==> config.mk <==
export PLATFORM = sky130hd
export DESIGN_NAME = spiw_reg_port
export DESIGN_NICKNAME = d
export VERILOG_FILES = /design/src/rtl/spiw_pkg.sv /design/src/rtl/spiw_sync.sv /design/src/rtl/spiw_shifter.sv /design/src/rtl/spiw_write_issue.sv /design/src/rtl/spiw_reg_port.sv
export SDC_FILE = /design/constraint.sdc
export NUM_CORES = 1
export LEC_CHECK = 0
export CORE_ASPECT_RATIO = 1.4
export CORE_MARGIN = 3
export CORE_UTILIZATION = 25
export CTS_BUF_LIST = sky130_fd_sc_hd__clkbuf_4
export CTS_CLUSTER_SIZE = 8
export DETAILED_ROUTE_END_ITERATION = 7
export SLEW_MARGIN = 20
export SYNTH_ARGS = -nofsm -noshare
export SYNTH_HDL_FRONTEND = slang
export SYNTH_SLANG_ARGS = --single-unit
==> constraint.sdc <==
create_clock -name clk -period 2.6 [get_ports clk]
set_clock_uncertainty 0.1 [all_clocks]
set_input_delay 0.52 -clock clk [delete_from_list [all_inputs] [get_ports clk]]
set_output_delay 0.52 -clock clk [all_outputs]
set_load 0.02 [all_outputs]
==> src/rtl/spiw_pkg.sv <==
package spiw_pkg;
  parameter int ADDR_W     = 7;
  parameter int DATA_W     = 8;
  parameter int FRAME_BITS = 1 + ADDR_W + DATA_W;
  parameter int CNT_W      = $clog2(FRAME_BITS + 1);
  parameter logic CMD_WRITE = 1'b0;

  typedef struct packed {
    logic              cmd;
    logic [ADDR_W-1:0] addr;
    logic [DATA_W-1:0] data;
  } frame_t;

  function automatic frame_t unpack_frame(input logic [FRAME_BITS-1:0] word);
    frame_t f;
    f.cmd  = word[FRAME_BITS-1];
    f.addr = word[FRAME_BITS-2 -: ADDR_W];
    f.data = word[DATA_W-1:0];
    return f;
  endfunction

  function automatic logic wants_write(input frame_t f);
    return f.cmd == CMD_WRITE;
  endfunction

  function automatic logic is_last_bit(input logic [CNT_W-1:0] cnt);
    return cnt == CNT_W'(FRAME_BITS - 1);
  endfunction
endpackage

==> src/rtl/spiw_sync.sv <==
module spiw_sync #(
  parameter int WIDTH  = 3,
  parameter int STAGES = 2
) (
  input  logic             clk,
  input  logic             rst_n,
  input  logic [WIDTH-1:0] d_async,
  output logic [WIDTH-1:0] q_sync
);
  logic [WIDTH-1:0] chain [STAGES];

  generate
    for (genvar s = 0; s < STAGES; s++) begin : g_stage
      if (s == 0) begin : g_first
        always_ff @(posedge clk or negedge rst_n) begin
          if (!rst_n) chain[0] <= '0;
          else        chain[0] <= d_async;
        end
      end else begin : g_next
        always_ff @(posedge clk or negedge rst_n) begin
          if (!rst_n) chain[s] <= '0;
          else        chain[s] <= chain[s-1];
        end
      end
    end
  endgenerate

  assign q_sync = chain[STAGES-1];
endmodule

==> src/rtl/spiw_shifter.sv <==
module spiw_shifter
  import spiw_pkg::*;
(
  input  logic                  clk,
  input  logic                  rst_n,
  input  logic                  cs_s,
  input  logic                  sclk_s,
  input  logic                  mosi_s,
  output logic                  bit_accept,
  output logic                  frame_done,
  output logic [FRAME_BITS-1:0] frame_word,
  output logic [CNT_W-1:0]      bit_cnt
);
  logic                  sclk_d;
  logic                  cs_d;
  logic [FRAME_BITS-2:0] shreg;
  logic                  sclk_rise;
  logic                  cs_rise;
  logic                  cnt_full;

  assign sclk_rise  = sclk_s & ~sclk_d;
  assign cs_rise    = cs_s & ~cs_d;
  assign cnt_full   = (bit_cnt == CNT_W'(FRAME_BITS));
  assign bit_accept = sclk_rise & cs_s & ~cs_rise & ~cnt_full;
  assign frame_word = {shreg, mosi_s};
  assign frame_done = bit_accept & is_last_bit(bit_cnt);

  always_ff @(posedge clk or negedge rst_n) begin
    if (!rst_n) begin
      sclk_d  <= 1'b0;
      cs_d    <= 1'b0;
      shreg   <= '0;
      bit_cnt <= '0;
    end else begin
      sclk_d <= sclk_s;
      cs_d   <= cs_s;
      if (cs_rise) begin
        bit_cnt <= '0;
      end else if (bit_accept) begin
        bit_cnt <= bit_cnt + 1'b1;
        shreg   <= frame_word[FRAME_BITS-2:0];
      end
    end
  end
endmodule

==> src/rtl/spiw_write_issue.sv <==
module spiw_write_issue
  import spiw_pkg::*;
(
  input  logic                  clk,
  input  logic                  rst_n,
  input  logic                  frame_done,
  input  logic [FRAME_BITS-1:0] frame_word,
  output logic                  wr_en,
  output logic [ADDR_W-1:0]     wr_addr,
  output logic [DATA_W-1:0]     wr_data
);
  frame_t fr;
  logic   do_write;

  assign fr       = unpack_frame(frame_word);
  assign do_write = frame_done & wants_write(fr);

  always_ff @(posedge clk or negedge rst_n) begin
    if (!rst_n) begin
      wr_en   <= 1'b0;
      wr_addr <= '0;
      wr_data <= '0;
    end else begin
      wr_en <= do_write;
      if (do_write) begin
        wr_addr <= fr.addr;
        wr_data <= fr.data;
      end
    end
  end
endmodule

==> src/rtl/spiw_reg_port.sv <==
module spiw_reg_port
  import spiw_pkg::*;
#(
  parameter int SYNC_STAGES = 2
) (
  input  logic              clk,
  input  logic              rst_n,
  input  logic              spi_cs,
  input  logic              spi_sclk,
  input  logic              spi_mosi,
  output logic              wr_en,
  output logic [ADDR_W-1:0] wr_addr,
  output logic [DATA_W-1:0] wr_data
);
  localparam int PINS = 3;

  logic [PINS-1:0]       pins_s;
  logic                  cs_sync;
  logic                  sclk_sync;
  logic                  mosi_sync;
  logic                  bit_accept;
  logic                  frame_done;
  logic [FRAME_BITS-1:0] frame_word;
  logic [CNT_W-1:0]      bit_cnt;

  spiw_sync #(.WIDTH(PINS), .STAGES(SYNC_STAGES)) u_sync (
    .clk     (clk),
    .rst_n   (rst_n),
    .d_async ({spi_cs, spi_sclk, spi_mosi}),
    .q_sync  (pins_s)
  );

  assign {cs_sync, sclk_sync, mosi_sync} = pins_s;

  spiw_shifter u_shift (
    .clk        (clk),
    .rst_n      (rst_n),
    .cs_s       (cs_sync),
    .sclk_s     (sclk_sync),
    .mosi_s     (mosi_sync),
    .bit_accept (bit_accept),
    .frame_done (frame_done),
    .frame_word (frame_word),
    .bit_cnt    (bit_cnt)
  );

  spiw_write_issue u_issue (
    .clk        (clk),
    .rst_n      (rst_n),
    .frame_done (frame_done),
    .frame_word (frame_word),
    .wr_en      (wr_en),
    .wr_addr    (wr_addr),
    .wr_data    (wr_data)
  );
endmodule

==> impl_metrics.toml <==
[status]
outcome = "finished clean"

[finish]
final_cell_mix = "dfrtp_1 (44), mux2_2 (21), clkdlybuf4s50_1 (19)"
nets = 140
drive_above_1_share = 0.338
final_common_cell = "dfrtp_1"
antenna_cells = 0
stdcell_area_um2 = 2130
finalNonFillerCells = 225
area_growth_syn_to_layout_pct = 23.1

[detailed_routing]
avgViaCountPerCell = 4.01
wl_um = 2790
initialDrtViolationCount = 21
wl_met1_um = 1150
wl_per_cell_um = 12.4
first_pass_iters = 3
drc = 0
top_layer = "met4"
wl_met2_um = 1470
detail-route-antenna-nets = 0
vias = 903
met3_length_um = 72

[place]
dp_hpwl_um = 2040
dp_cells = 216
io_buffers = 20
gp_congestion = 0.656
place_area_um2 = 2040

[worst_setup_path]
worstRegToRegCells = 7
crit_path_end_kind = "register"
rrSetupSlack_ns = 0.48
worst_ep_arrival_time_ns = 2.26
r2r_start = "u_shift.bit_cnt[0]$_DFFE_PN0P_"
cp.required_ns = 2.74
startpoint = "u_shift.bit_cnt[0]$_DFFE_PN0P_"
cp_max_fo = 16
start_kind = "register"
r2r_end = "u_issue.wr_data[6]$_DFFE_PN0P_"
critPathKind = "reg -> reg"

[clocking]
hold_buffers = 1
cts_tree = "built"
clockBufferDepth = 2
cts_resized = 0
cts-root-buf = "clkbuf_4"
cts.sinks = 44
clk_latency_ns = 0.35
cts.reportedPaths.clkPinSlew_ns = 0.13
cts_setup_buffers = 0
cts_buffers = 5
h-tree-depth = 2

[yosys]
synthesis.nets = 112
ys_warn_count = 0
syn_avg_cell_area_um2 = 16.7
synth.yosys.seq_area_share = 0.636
ys_ff_latch = 44
synth_edf_count = 0
ys_types = 20
syn_inst = 104
synthArstFlopShare = 1.00
netlist_area_um2 = 1730
synth_flop_cell = "dfrtp_1"

[global_route]
track_usage = 0.0767
antenna_found_initial = 0
overflow = 0
grt_pass1_wl_um = 4780
grt_pass1_vias = 996
grt_max_degree = 29

[timing]
setup_viol = 0
slew_headroom = 0.560
worst_slew_pin_slew_ns = 0.659
min_period_over_period = 0.815
setup_tns_ns = 0
drv_slew = 0
final_hold_viol_count = 0
rsz0062_at_grt = "false"
fmax_mhz = 472
period_needed_ns = 2.12

[hold_path]
min_to = "u_sync.q_sync[1]$_DFF_PN0_"
hp-start = "u_sync.chain[4]$_DFF_PN0_"
min_path_cells = 0
hp-class = "reg -> reg"

[power_and_ir_drop]
internal-power_mw = 0.962
vdd_ir_drop_max_mv = 0.251
p_leak_nw = 0.953
comb_power_share = 0.055
sequentialPowerShare = 0.598
p_clk_frac = 0.347
netSwitchingFraction = 0.229
p_per_area_nw_per_um2 = 585
p_switching_mw = 0.285

[floorplanning]
dieArea_um2 = 7980
start_util = 0.260
core_um2 = 6660
rows = 35
die_y_um = 104
io_pins = 21
die_w_um = 76.3

[flow_run]
max_cap_violations = 0
-- area by class of cell --
type | instances | area (um2)
sequential | 44 | 1100
inverter | 5 | 18.8
tap | 92 | 115
timing repair buffer | 23 | 220
clock inverter | 3 | 46.3
clock buffer | 5 | 37.5
multi-input combinational | 53 | 593
fill | 688 | 4520
-- worst max-delay path, cell delays in order, from the launching register on --
cell,delay (ns)
dfrtp_1,0.43
ha_1,0.18
and3_1,0.15
ha_1,0.14
nand2b_1,0.09
a311oi_4,0.25
buf_4,0.31
mux2_2,0.36
-- through the flow --
stage               hold slack, ns  total power [mW]  utilization  setup WS, ns
floorplan                    0.124             0.796            -         0.562
global placement             0.232             0.823        0.306         0.547
detailed placement           0.245             0.831        0.306         0.484
CTS                          0.274              1.27        0.320         0.470
global route                 0.276              1.31        0.320         0.347
finish                       0.270              1.25        0.320         0.481
-- cells in the mapped netlist (all sizes together) (2+ instances only) --
cell type	n	area share
buf	2	0.011
ha	3	0.022
inv	5	0.011
mux2i	4	0.023
dfrtp	44	0.64
nand2	4	0.0087
a311oi	2	0.020
nand2b	2	0.0072
mux2	30	0.21
-- state kept, by name (all words and copies together) (netlist names) --
signal,count
u_shift.cs_d,1
u_issue.wr_addr,7
u_shift.sclk_d,1
u_shift.shreg,15
u_issue.wr_data,8
u_issue.wr_en,1
u_shift.bit_cnt,5
u_sync.chain,3
u_sync.q_sync,3
-- worst max path at each step --
stage	slack [ns]	cells after the start	to
CTS	0.47	7	u_issue.wr_data[6]$_DFFE_PN0P_
detailed placement	0.48	7	u_issue.wr_data[7]$_DFFE_PN0P_
global route	0.35	7	u_issue.wr_data[6]$_DFFE_PN0P_
finish	0.48	7	u_issue.wr_data[6]$_DFFE_PN0P_
global placement	0.55	7	u_issue.wr_addr[6]$_DFFE_PN0P_
floorplan	0.56	7	u_issue.wr_addr[2]$_DFFE_PN0P_
-- layer usage --
layer	vias up	track usage
met5	-	0
met4	0	0.0544
met3	6	0.0182
met2	15	0.133
met1	464	0.0807
li1	418	-
-- kinds of logic after synthesis --
group	Yosys count	synth area share
flip-flops	44	0.636
AO/OA/AOI/OAI	5	0.0397
AND/OR/NAND/NOR	11	0.0434
adder cells (fa/ha/maj)	3	0.0217
buffers and inverters	7	0.0217
multiplexers	34	0.238
-- power groups by stage --
| stage | sequential (mW) | combinational, mW | clock (mW) |
|---|---|---|---|
| 4_1_cts | 0.747 | 0.0715 | 0.452 |
| 3_5_place_dp | 0.760 | 0.0702 | 0 |
| 6_report | 0.746 | 0.0686 | 0.432 |
| 5_1_grt | 0.752 | 0.0786 | 0.477 |
| 2_1_floorplan | 0.752 | 0.0443 | 0 |
| 3_3_place_gp | 0.756 | 0.0661 | 0 |
Note: power is estimated with default switching activity, not from simulation.
